`src/rtl/cmos_port_pkg.sv`:
```
package cmos_port_pkg;

    typedef enum logic [1:0] {
        ST_IDLE,
        ST_RAM_FETCH,
        ST_CLOCK_FETCH,
        ST_RESPOND
    } acc_state_t;

    localparam int unsigned IDX_W      = 7;
    localparam int unsigned BYTE_W     = 8;
    localparam int unsigned RTC_SEL_W  = 4;
    localparam logic [6:0]  RTC_SPAN   = 7'h0E;
    localparam logic [6:0]  RO_STATUS0 = 7'h0C;
    localparam logic [6:0]  RO_STATUS1 = 7'h0D;

endpackage

```
`src/rtl/cmos_index_latch.sv`:
```
module cmos_index_latch
    import cmos_port_pkg::*;
(
    input  logic              clk,
    input  logic              rst_n,
    input  logic              load,
    input  logic [BYTE_W-1:0] wdata,
    output logic [IDX_W-1:0]  index_q,
    output logic              nmi_q
);

    always_ff @(posedge clk) begin
        if (!rst_n) begin
            index_q <= '0;
            nmi_q   <= 1'b1;
        end else if (load) begin
            index_q <= wdata[IDX_W-1:0];
            nmi_q   <= wdata[BYTE_W-1];
        end
    end

    assert_nmi_follows_bit7_R2: assert property (@(posedge clk) disable iff (!rst_n)
        load |=> (nmi_q == $past(wdata[BYTE_W-1])));

    assert_index_holds_R3: assert property (@(posedge clk) disable iff (!rst_n)
        !load |=> $stable(index_q));

endmodule

```
`src/rtl/cmos_addr_map.sv`:
```
module cmos_addr_map
    import cmos_port_pkg::*;
#(
    parameter int unsigned DEPTH = 128
) (
    input  logic [IDX_W-1:0]         index,
    output logic [$clog2(DEPTH)-1:0] store_addr,
    output logic [RTC_SEL_W-1:0]     clock_sel,
    output logic                     is_clock,
    output logic                     is_readonly
);

    localparam int unsigned AW = $clog2(DEPTH);

    logic [IDX_W-1:0] phys;

    generate
        if (AW < IDX_W) begin : g_alias
            assign phys = {{(IDX_W-AW){1'b0}}, index[AW-1:0]};
        end else begin : g_full
            assign phys = index;
        end
    endgenerate

    assign store_addr  = phys[AW-1:0];
    assign clock_sel   = phys[RTC_SEL_W-1:0];
    assign is_clock    = (phys < RTC_SPAN);
    assign is_readonly = (phys == RO_STATUS0) || (phys == RO_STATUS1);

endmodule

```
`src/rtl/cmos_store.sv`:
```
module cmos_store
    import cmos_port_pkg::*;
#(
    parameter int unsigned DEPTH = 128
) (
    input  logic                     clk,
    input  logic                     we,
    input  logic                     re,
    input  logic [$clog2(DEPTH)-1:0] addr,
    input  logic [BYTE_W-1:0]        wdata,
    output logic [BYTE_W-1:0]        q
);

    logic [BYTE_W-1:0] cells [DEPTH];

    always_ff @(posedge clk) begin
        if (we) begin
            cells[addr] <= wdata;
        end
        if (re) begin
            q <= cells[addr];
        end
    end

endmodule

```
`src/rtl/cmos_access_fsm.sv`:
```
module cmos_access_fsm
    import cmos_port_pkg::*;
(
    input  logic              clk,
    input  logic              rst_n,
    input  logic              idx_wr,
    input  logic              data_wr,
    input  logic              data_rd,
    input  logic              is_clock,
    input  logic              is_readonly,
    input  logic [BYTE_W-1:0] rtc_rdata,
    output logic              idx_load,
    output logic              store_we,
    output logic              store_re,
    output logic              rtc_wr,
    output logic              rtc_rd,
    output logic              busy,
    output logic              rd_valid,
    output logic              from_clock,
    output logic [BYTE_W-1:0] clock_q
);

    acc_state_t state, state_nx;

    always_ff @(posedge clk) begin
        if (!rst_n) begin
            state <= ST_IDLE;
        end else begin
            state <= state_nx;
        end
    end

    always_comb begin
        state_nx = state;
        unique case (state)
            ST_IDLE:        if (data_rd) state_nx = is_clock ? ST_CLOCK_FETCH : ST_RAM_FETCH;
            ST_RAM_FETCH:   state_nx = ST_RESPOND;
            ST_CLOCK_FETCH: state_nx = ST_RESPOND;
            ST_RESPOND:     state_nx = ST_IDLE;
            default:        state_nx = ST_IDLE;
        endcase
    end

    always_comb begin
        idx_load = 1'b0;
        store_we = 1'b0;
        store_re = 1'b0;
        rtc_wr   = 1'b0;
        rtc_rd   = 1'b0;
        busy     = 1'b1;
        rd_valid = 1'b0;
        unique case (state)
            ST_IDLE: begin
                busy     = 1'b0;
                idx_load = idx_wr;
                store_we = data_wr && !data_rd && !is_clock;
                rtc_wr   = data_wr && !data_rd && is_clock && !is_readonly;
            end
            ST_RAM_FETCH:   store_re = 1'b1;
            ST_CLOCK_FETCH: rtc_rd   = 1'b1;
            ST_RESPOND:     rd_valid = 1'b1;
            default: ;
        endcase
    end

    always_ff @(posedge clk) begin
        if (!rst_n) begin
            from_clock <= 1'b0;
            clock_q    <= '0;
        end else if (state == ST_CLOCK_FETCH) begin
            from_clock <= 1'b1;
            clock_q    <= rtc_rdata;
        end else if (state == ST_RAM_FETCH) begin
            from_clock <= 1'b0;
        end
    end

    assert_single_valid_pulse_R4: assert property (@(posedge clk) disable iff (!rst_n)
        rd_valid |=> !rd_valid);

    assert_read_starts_busy_R4: assert property (@(posedge clk) disable iff (!rst_n)
        (!busy && data_rd) |=> busy);

    assert_clock_read_completes_R5: assert property (@(posedge clk) disable iff (!rst_n)
        rtc_rd |=> (rd_valid && from_clock));

endmodule

```
`src/rtl/cmos_index_port.sv`:
```
module cmos_index_port
    import cmos_port_pkg::*;
#(
    parameter int unsigned DEPTH = 128
) (
    input  logic       clk,
    input  logic       rst_n,
    input  logic       idx_wr,
    input  logic       data_wr,
    input  logic       data_rd,
    input  logic [7:0] wdata,
    output logic [7:0] rdata,
    output logic       rd_valid,
    output logic       busy,
    output logic       nmi_mask,
    output logic [3:0] rtc_addr,
    output logic       rtc_wr,
    output logic       rtc_rd,
    output logic [7:0] rtc_wdata,
    input  logic [7:0] rtc_rdata
);

    localparam int unsigned AW = $clog2(DEPTH);

    logic [IDX_W-1:0]  index_q;
    logic [AW-1:0]     store_addr;
    logic              is_clock;
    logic              is_readonly;
    logic              idx_load;
    logic              store_we;
    logic              store_re;
    logic              from_clock;
    logic [BYTE_W-1:0] clock_q;
    logic [BYTE_W-1:0] store_q;

    cmos_index_latch u_index (
        .clk     (clk),
        .rst_n   (rst_n),
        .load    (idx_load),
        .wdata   (wdata),
        .index_q (index_q),
        .nmi_q   (nmi_mask)
    );

    cmos_addr_map #(.DEPTH(DEPTH)) u_map (
        .index       (index_q),
        .store_addr  (store_addr),
        .clock_sel   (rtc_addr),
        .is_clock    (is_clock),
        .is_readonly (is_readonly)
    );

    cmos_access_fsm u_fsm (
        .clk         (clk),
        .rst_n       (rst_n),
        .idx_wr      (idx_wr),
        .data_wr     (data_wr),
        .data_rd     (data_rd),
        .is_clock    (is_clock),
        .is_readonly (is_readonly),
        .rtc_rdata   (rtc_rdata),
        .idx_load    (idx_load),
        .store_we    (store_we),
        .store_re    (store_re),
        .rtc_wr      (rtc_wr),
        .rtc_rd      (rtc_rd),
        .busy        (busy),
        .rd_valid    (rd_valid),
        .from_clock  (from_clock),
        .clock_q     (clock_q)
    );

    cmos_store #(.DEPTH(DEPTH)) u_store (
        .clk   (clk),
        .we    (store_we),
        .re    (store_re),
        .addr  (store_addr),
        .wdata (wdata),
        .q     (store_q)
    );

    assign rtc_wdata = wdata;
    assign rdata     = rd_valid ? (from_clock ? clock_q : store_q) : '0;

    assert_reset_masks_nmi_R1: assert property (@(posedge clk)
        !rst_n |=> (nmi_mask && !busy && !rd_valid));

    assert_readonly_slots_dropped_R6: assert property (@(posedge clk) disable iff (!rst_n)
        rtc_wr |-> (rtc_addr != 4'hC && rtc_addr != 4'hD));

    assert_index_frozen_when_busy_R8: assert property (@(posedge clk) disable iff (!rst_n)
        busy |=> ($stable(index_q) && $stable(nmi_mask)));

    assert_no_store_write_when_busy_R8: assert property (@(posedge clk) disable iff (!rst_n)
        busy |-> (!store_we && !rtc_wr));

endmodule

```
`config.mk`:
```
export PLATFORM = sky130hd
export DESIGN_NAME = cmos_index_port
export DESIGN_NICKNAME = d
export VERILOG_FILES = /design/src/rtl/cmos_port_pkg.sv /design/src/rtl/cmos_index_latch.sv /design/src/rtl/cmos_addr_map.sv /design/src/rtl/cmos_store.sv /design/src/rtl/cmos_access_fsm.sv /design/src/rtl/cmos_index_port.sv
export SDC_FILE = /design/constraint.sdc
export NUM_CORES = 1
export LEC_CHECK = 0
export ABC_CLOCK_PERIOD_IN_PS = 2650
export CORE_MARGIN = 3
export CORE_UTILIZATION = 60
export DETAILED_ROUTE_END_ITERATION = 8
export PLACE_DENSITY = 0.77
export SYNTH_ARGS = -nofsm -noshare
export SYNTH_HDL_FRONTEND = slang
export SYNTH_SLANG_ARGS = --single-unit
```
`constraint.sdc`:
```
create_clock -name clk -period 2.65 [get_ports clk]
set_clock_uncertainty 0.05 [all_clocks]
set_input_delay 0.265 -clock clk [delete_from_list [all_inputs] [get_ports clk]]
set_output_delay 0.265 -clock clk [all_outputs]
set_load 0.05 [all_outputs]
```
==> results of run 1 <==
## Yosys cell counts (all sizes together)
library cell / n
a31o: 2
a21o: 7
nor2b: 37
a2111oi: 12
o2111ai: 8
nor4: 12
a21oi: 63
edfxtp: 1032
mux4: 198
and4: 3
nor3: 4
clkbuf: 32
and3: 8
a22o: 9
nand2: 103
nor2: 124
ha: 4
dfxtp: 19
a311oi: 1
o2111a: 1
o211ai: 5
a21boi: 8
o22a: 3
nand4: 1
a32oi: 3
or2: 2
o22ai: 5
nand3: 29
nand3b: 1
a22oi: 38
a31oi: 7
mux2: 5
o21ai: 6
and2: 4
nand2b: 6
mux2i: 149
a221oi: 12
a211oi: 11
buf: 98
conb: 1
inv: 4
o221ai: 1
## kinds of logic after synthesis
group                      Yosys count  synth area share (%)
DFF                               1051                 76.28
muxes                              352                 14.61
and+or+nand+nor                    334                 3.627
AOI/OAI and AO/OA                  202                 3.395
buffers and inverters              134                 1.959
adders and majority gates            4                0.1217
other                                1              0.009119
## state kept, by name (all words and copies together), names as in the netlist
name and count:
u_fsm.clock_q 8, u_fsm.from_clock 1, u_fsm.state 2, u_index.index_q 7, u_index.nmi_q 1, u_store.cells 1024, u_store.q 8
## metal layers
layer,vias to the layer above,GRT usage (%),routed length [µm]
li1,9311,-,-
met1,11640,39.36,37160
met2,1594,46.45,50370
met3,308,6.556,11580
met4,2,12.53,4930
met5,-,0,12
## stage by stage
stage	cell area, µm²	TNS, ns	cells	total power (µW)	worst slack, ns
after detailed placement	45000	-0.3246	3283	24770	-0.1304
after CTS	48310	0	3474	38430	0.0006091
after global placement	45000	-0.1788	3283	24640	-0.1093
after floorplan	41550	0	2189	22360	0.2048
after global routing	48810	-0.09346	3500	39830	-0.03228
final	48810	0	3501	38690	0.01966
## critical path, cell delays in order (launching register included)
cell and delay (ns):
dfxtp_4 0.40, buf_4 0.17, buf_12 0.15, buf_12 0.12
mux4_2 0.50, mux2i_2 0.20, buf_4 0.16, o22ai_1 0.07
nor4_1 0.29, buf_4 0.19, nor4_1 0.06
## worst min path at each step
stage                                     end  slack [ns]  cells after the start
3_5_place_dp       u_index.nmi_q$_SDFFE_PN1P_        0.42                      2
5_1_grt        u_store.cells[23][6]$_DFFE_PP_        0.04                      1
3_3_place_gp       u_index.nmi_q$_SDFFE_PN1P_        0.40                      2
6_report       u_store.cells[23][6]$_DFFE_PP_        0.05                      1
2_1_floorplan   u_store.cells[0][0]$_DFFE_PP_        0.31                      0
4_1_cts        u_store.cells[23][6]$_DFFE_PP_        0.03                      1
## final cells by class
class                   count  area (µm²)  area share [%]
repair buffers            385        3601           7.378
clock buffers             125        2668           5.465
inverters                   4       15.01         0.03076
diodes                      1       2.502        0.005127
flip-flops and latches   1051       31380           64.29
well taps                 873        1092           2.238
clock inverters            58       508.0           1.041
multi-input cells        1004        9542           19.55
## where the power goes
part           switching [µW]  internal [µW]
Combinational            3550           2650
Sequential                190          18600
Clock                    6000           7740
## what timing repair did
item	4_1_cts	5_1_grt
hold endpoints to repair	18	0
gates cloned	1	4
setup buffers	6	23
setup endpoints to repair	17	12
resized for setup	21	46
pin swaps	1	6
hold buffers	1	0
==> metrics.md, run 1 <==
| Metric | Value |
|---|---|
| Fillcell total | `between 3000 and 4000` |
| Layout Utilization | `between 70 and 80%` |
| CTS root buf | `clkbuf_16` |
| Synthesized area per cell | `slightly below 20 µm²` |
| ANT nets after route | `0` |
| Pre-antenna DRT Iters | `5` |
| Highest Clock Rate | `between 300 and 400 MHz` |
| Max Slew Vio Count | `0` |
| Vias/cell | `about 6.5` |
| Pin count of the biggest net entering global routing | `130` |
| Core ar. | `slightly below 70000 µm²` |
| Number of antenna violations at the first check in global routing | `1` |
| VDD IR max | `just over 0.6 mV` |
| Grt ovf | `0` |
| RePlAce Congestion | `between 0.8 and 0.9` |
| Critical path arrival | `around 3.0 ns` |
| Slew margin rel. | `roughly a third` |
| Top cell type's share of synthesized area | `between 70% and 80%` |
| Clk sink count | `1051` |
| Setup crit start | `u_index.index_q[0]$_SDFFE_PN0P_` |
| PwrDens | `a little under 800 nW/µm²` |
| Critical R2R Launch | `u_index.index_q[0]$_SDFFE_PN0P_` |
| Syn Inst Count | `roughly 2100` |
| Tmin final | `2.630 ns` |
| Starting Density | `60.91%` |
| CP Data Required Time | `around 3.0 ns` |
| Unrepaired setup endpoints after global routing | `true` |
| Die width | `267.8 µm` |
| R2R cell count | `10` |
| Die Ht | `between 200 and 300 µm` |
| Status | `completed` |
| Most common cell after layout, fill and taps aside | `edfxtp_1` |
| Worst Setup EP | `u_store.q[5]$_DFFE_PN_` |
| Via count | `between 20000 and 25000` |
| CTS tree | `yes` |
| Seq/Total Area, Yosys | `~76%` |
| H-Tree Depth | `3` |
| Final Hold Vio Count | `0` |
| Critical hold path startpoint | `wdata[6]` |
| Detailed Route WL | `about 100000 µm` |
| Clock Tree Buf Depth | `3` |
| Clk slew on worst S/H paths | `roughly 0.070 ns` |
| Worst-Skew Late Latency | `about 0.65 ns` |
| Reg2Reg Setup Slack | `slightly below 0.02 ns` |
| Setup Crit Path Kind | `register to register` |
| Cell Rows | `95` |
| DIE AREA | `between 70000 and 80000 µm²` |
| Tightest Pin Transition | `just under 1 ns` |
| Post-synthesis register bit count | `about 1100` |
| Leak | `0.01606 µW` |
| GRT Total Usage | `29.07%` |
| Hold slack | `0.04526 ns` |
| I/O Buffers | `45` |
| MaxCap Viol Count | `0` |
| Most frequent cells in the layout | `edfxtp_1, buf_4, mux4_2` |
| Number of global-route vias before repair | `roughly 23000` |
| Layout Nets | `between 2000 and 3000` |
| Final Setup Violations | `0` |
| Nature of the critical path startpoint | `register` |
| Crit-path max FO | `7` |
| Area Growth Syn to Fin | `18.69%` |
| Initial DRC Count | `around 3200` |
| Ys Warns | `0` |
| Worst R2R End | `u_store.q[5]$_DFFE_PN_` |
| Synth area leader | `edfxtp_1` |
| Post-DP HPWL | `between 60000 and 70000 µm` |
| Crit end category | `register` |
| Distinct cells, synth | `between 50 and 60` |
| Layout cells sized above 1 | `between 20 and 30%` |
| First-pass GRT wire length | `around 150000 µm` |
| I/O pin count | `46` |
| TritonCTS buffer count | `99` |
| Routed len/inst | `roughly 30 µm` |
| Synth Cell Area | `41120 µm²` |
| Hold/Removal Path Class | `input pin to register` |
| Synth top area cells | `edfxtp_1, mux4_2, mux2i_1` |
| Drc violations | `0` |
| Fin crit share | `99.26%` |
(Power assumes the default switching activity.)
==> inputs of run 2 (changes only) <==
--- a/config.mk
+++ b/config.mk
@@ -7,9 +7,10 @@
 export LEC_CHECK = 0
 export ABC_CLOCK_PERIOD_IN_PS = 2650
 export CORE_MARGIN = 3
-export CORE_UTILIZATION = 60
+export CORE_UTILIZATION = 37
 export DETAILED_ROUTE_END_ITERATION = 8
-export PLACE_DENSITY = 0.77
+export GPL_ROUTABILITY_DRIVEN = 1
 export SYNTH_ARGS = -nofsm -noshare
 export SYNTH_HDL_FRONTEND = slang
 export SYNTH_SLANG_ARGS = --single-unit
+export TNS_END_PERCENT = 20
==> metrics.md, run 2 (synthesis results as in run 1) <==
| Metric | Value |
|---|---|
| Routed len/inst | `26.21 µm (-12%)` |
| Non-filler cells, final | `4104 (+17%)` |
| PwrDens | `800.9 nW/µm² (+1.0%)` |
| Final Setup Violations | `1 (+1)` |
| Final instance area | `49870 µm² (+2.2%)` |
| I/O pin count | `46 (unchanged)` |
| Die Ht | `339.4 µm (+27%)` |
| Hold/Removal Path Class | `input pin to register` |
| Clock Tree Buf Depth | `3 (unchanged)` |
| Number of global-route vias before repair | `22330 (-3.4%)` |
| First-pass GRT wire length | `155300 µm (+3.2%)` |
| Dpl cells | `3880 (+18%)` |
| Unrepaired setup endpoints after global routing | `true` |
| Max FFs per register | `1024 (unchanged)` |
| Critical path arrival | `3.07 ns (+0.08 ns)` |
| Setup Crit Path Kind | `register to register` |
| TritonCTS buffer count | `106 (+7.1%)` |
| Highest Clock Rate | `374.5 MHz (-1.5%)` |
| Nature of the critical path startpoint | `register` |
| Layout cells sized above 1 | `28.39% (+0.64 points)` |
| Area Growth Syn to Fin | `21.25%` |
| Final worst setup slack | `-0.02028 ns (-0.03994 ns)` |
| Initial DRC Count | `2420 (-25%)` |
| Final Hold Vio Count | `0 (unchanged)` |
| Hold slack | `0.01892 ns (-0.02634 ns)` |
| I/O Buffers | `45 (unchanged)` |
| Setup crit start | `u_index.index_q[0]$_SDFFE_PN0P_` |
| CP Cell Sequence | `buf_12 > buf_12 > buf_16 > buf_4 > mux4_2 > nand2_1 > nand2_1 > a2111oi_4 > buf_4 > nor4_1` |
| Most flops, register | `u_store.cells` |
| Detailed Route WL | `107600 µm (+3.4%)` |
| CTS root buf | `clkbuf_16` |
| VDD IR max | `0.5758 mV (-5.3%)` |
| Post-DP HPWL | `68100 µm (+6.4%)` |
| CP Data Required Time | `3.05 ns (+0.04 ns)` |
| Core ar. | `109600 µm² (+62%)` |
| Worst-Skew Late Latency | `0.69 ns (+0.04 ns)` |
| GRT Total Usage | `18.27% (-11 points)` |
| RePlAce Congestion | `0.8527 (-3.9%)` |
| Critical hold path startpoint | `wdata[6]` |
| Crit end category | `register` |
| Leak | `0.01615 µW (+0.54%)` |
| Dpl cell area | `45740 µm² (+1.6%)` |
| MaxCap Viol Count | `0 (unchanged)` |
| DIE AREA | `115200 µm² (+61%)` |
| Most frequent cells in the layout | `edfxtp_1, buf_4, mux4_2` |
| Largest registers | `u_store.cells (1024), u_fsm.clock_q (8), u_store.q (8)` |
| Layout Nets | `2564 (-0.23%)` |
| Die width | `339.4 µm (+27%)` |
| Critical R2R Launch | `u_index.index_q[0]$_SDFFE_PN0P_` |
| Pre-antenna DRT Iters | `6 (+1)` |
| Crit-path max FO | `17 (+10)` |
| Clk sink count | `1051 (unchanged)` |
| Power, Total | `39940 µW (+3.2%)` |
| Drc violations | `0 (unchanged)` |
| Clk slew on worst S/H paths | `0.07 ns (about the same)` |
| Fin crit share | `100.8% (+1.5 points)` |
| H-Tree Depth | `3 (unchanged)` |
| Fillcell total | `9287 (+140%)` |
| Grt ovf | `0 (unchanged)` |
| Cell Rows | `121 (+27%)` |
| Vias/cell | `5.318 (-19%)` |
| Via count | `21830 (-4.5%)` |
| Most common cell after layout, fill and taps aside | `edfxtp_1` |
| Number of antenna violations at the first check in global routing | `5 (+4)` |
| Tmin final | `2.670 ns (+0.03994 ns)` |
| Ant diodes | `0 (-1)` |
| CP peak stage delay | `0.55 ns (+0.05 ns)` |
| Slowest-stage cell, CP | `mux4_2` |
| Failing checks | `setup timing` |
| Slew margin rel. | `45.13% (+11 points)` |
| Status | `finished with violations` |
| CTS tree | `yes` |
| Max Slew Vio Count | `0 (unchanged)` |
| ANT nets after route | `0 (unchanged)` |
| Tightest Pin Transition | `0.8231 ns (-0.1619 ns)` |
| Pin count of the biggest net entering global routing | `130 (unchanged)` |
| Starting Density | `37.52% (-23 points)` |
## run 2: cell count changes in the layout (fill, tap and decap cells not counted), moves of 5 or more
cell,delta
clkinv_1,-12
buf_4,-9
buf_12,+7
clkbuf_1,+7
clkbuf_16,+6
clkinv_2,+6
a2111oi_1,-5
buf_6,-5
## run 2: metal layers
layer / vias up / track usage [%] / share of wire (%) / wire, µm
li1: 9291 / - / - / -
met1: 11480 / 25.51 / 43 / 45990
met2: 881 / 29.73 / 48 / 51600
met3: 178 / 2.826 / 6.8 / 7262
met4: 0 / 5.461 / 2.5 / 2731
met5: - / 0 / 0 / 0
## run 2: final cells by class
class,instances,area (µm²),area share [%]
Inverter,4,15.01,0.03011
Timing Repair Buffer,372,3468,6.955
Sequential cell,1051,31380,62.93
Clock inverter,57,608.1,1.219
Tap cell,1476,1847,3.704
Clock buffer,140,2883,5.781
Multi-Input combinational cell,1004,9662,19.38
## run 2: path summary, 6_finish.rpt
| check | end | slack, ns | depth (start not counted) |
|---|---|---|---|
| worst max-delay path | u_store.q[3]$_DFFE_PN_ | -0.02 | 10 |
| worst min-delay path | u_store.cells[21][6]$_DFFE_PP_ | 0.02 | 1 |
| worst min register to register | u_index.nmi_q$_SDFFE_PN1P_ | 0.45 | 2 |
| worst max register to register | u_store.q[3]$_DFFE_PN_ | -0.02 | 10 |
## run 2: worst max-delay path: cells and delay by family (launching register included)
kind                   cells  cell delay, ns
buffers and inverters      5            0.81
multiplexers               1            0.55
flip-flops                 1            0.40
AO/OA/AOI/OAI              1            0.38
AND/OR/NAND/NOR            3            0.22
## run 2: metrics by stage
stage	TNS [ns]	setup WS (ns)	utilization, %
final	-0.02028	-0.02028	45.49
after global routing	-0.7507	-0.07882	45.49
after CTS	-0.2631	-0.1665	45.02
after detailed placement	-2.102	-0.6594	41.73
after global placement	-1.670	-0.6358	41.73
after floorplan	0	0.2048	-
## run 2: repair_timing
| action | CTS | global route |
|---|---|---|
| resized for setup | 39 | 43 |
| hold endpoints to repair | 2 | 0 |
| hold buffers | 2 | 0 |
| pin swaps | 2 | 6 |
| buffers inserted | 0 | 22 |
| cloned | 0 | 3 |
| setup endpoints to repair | 19 | 40 |
## run 2: power breakdown
part           switching, µW  internal (µW)  total [µW]
Clock                   6350           8570       14900
Sequential               178          18600       18700
Combinational           3660           2620        6280
Total                  10200          29700       39900
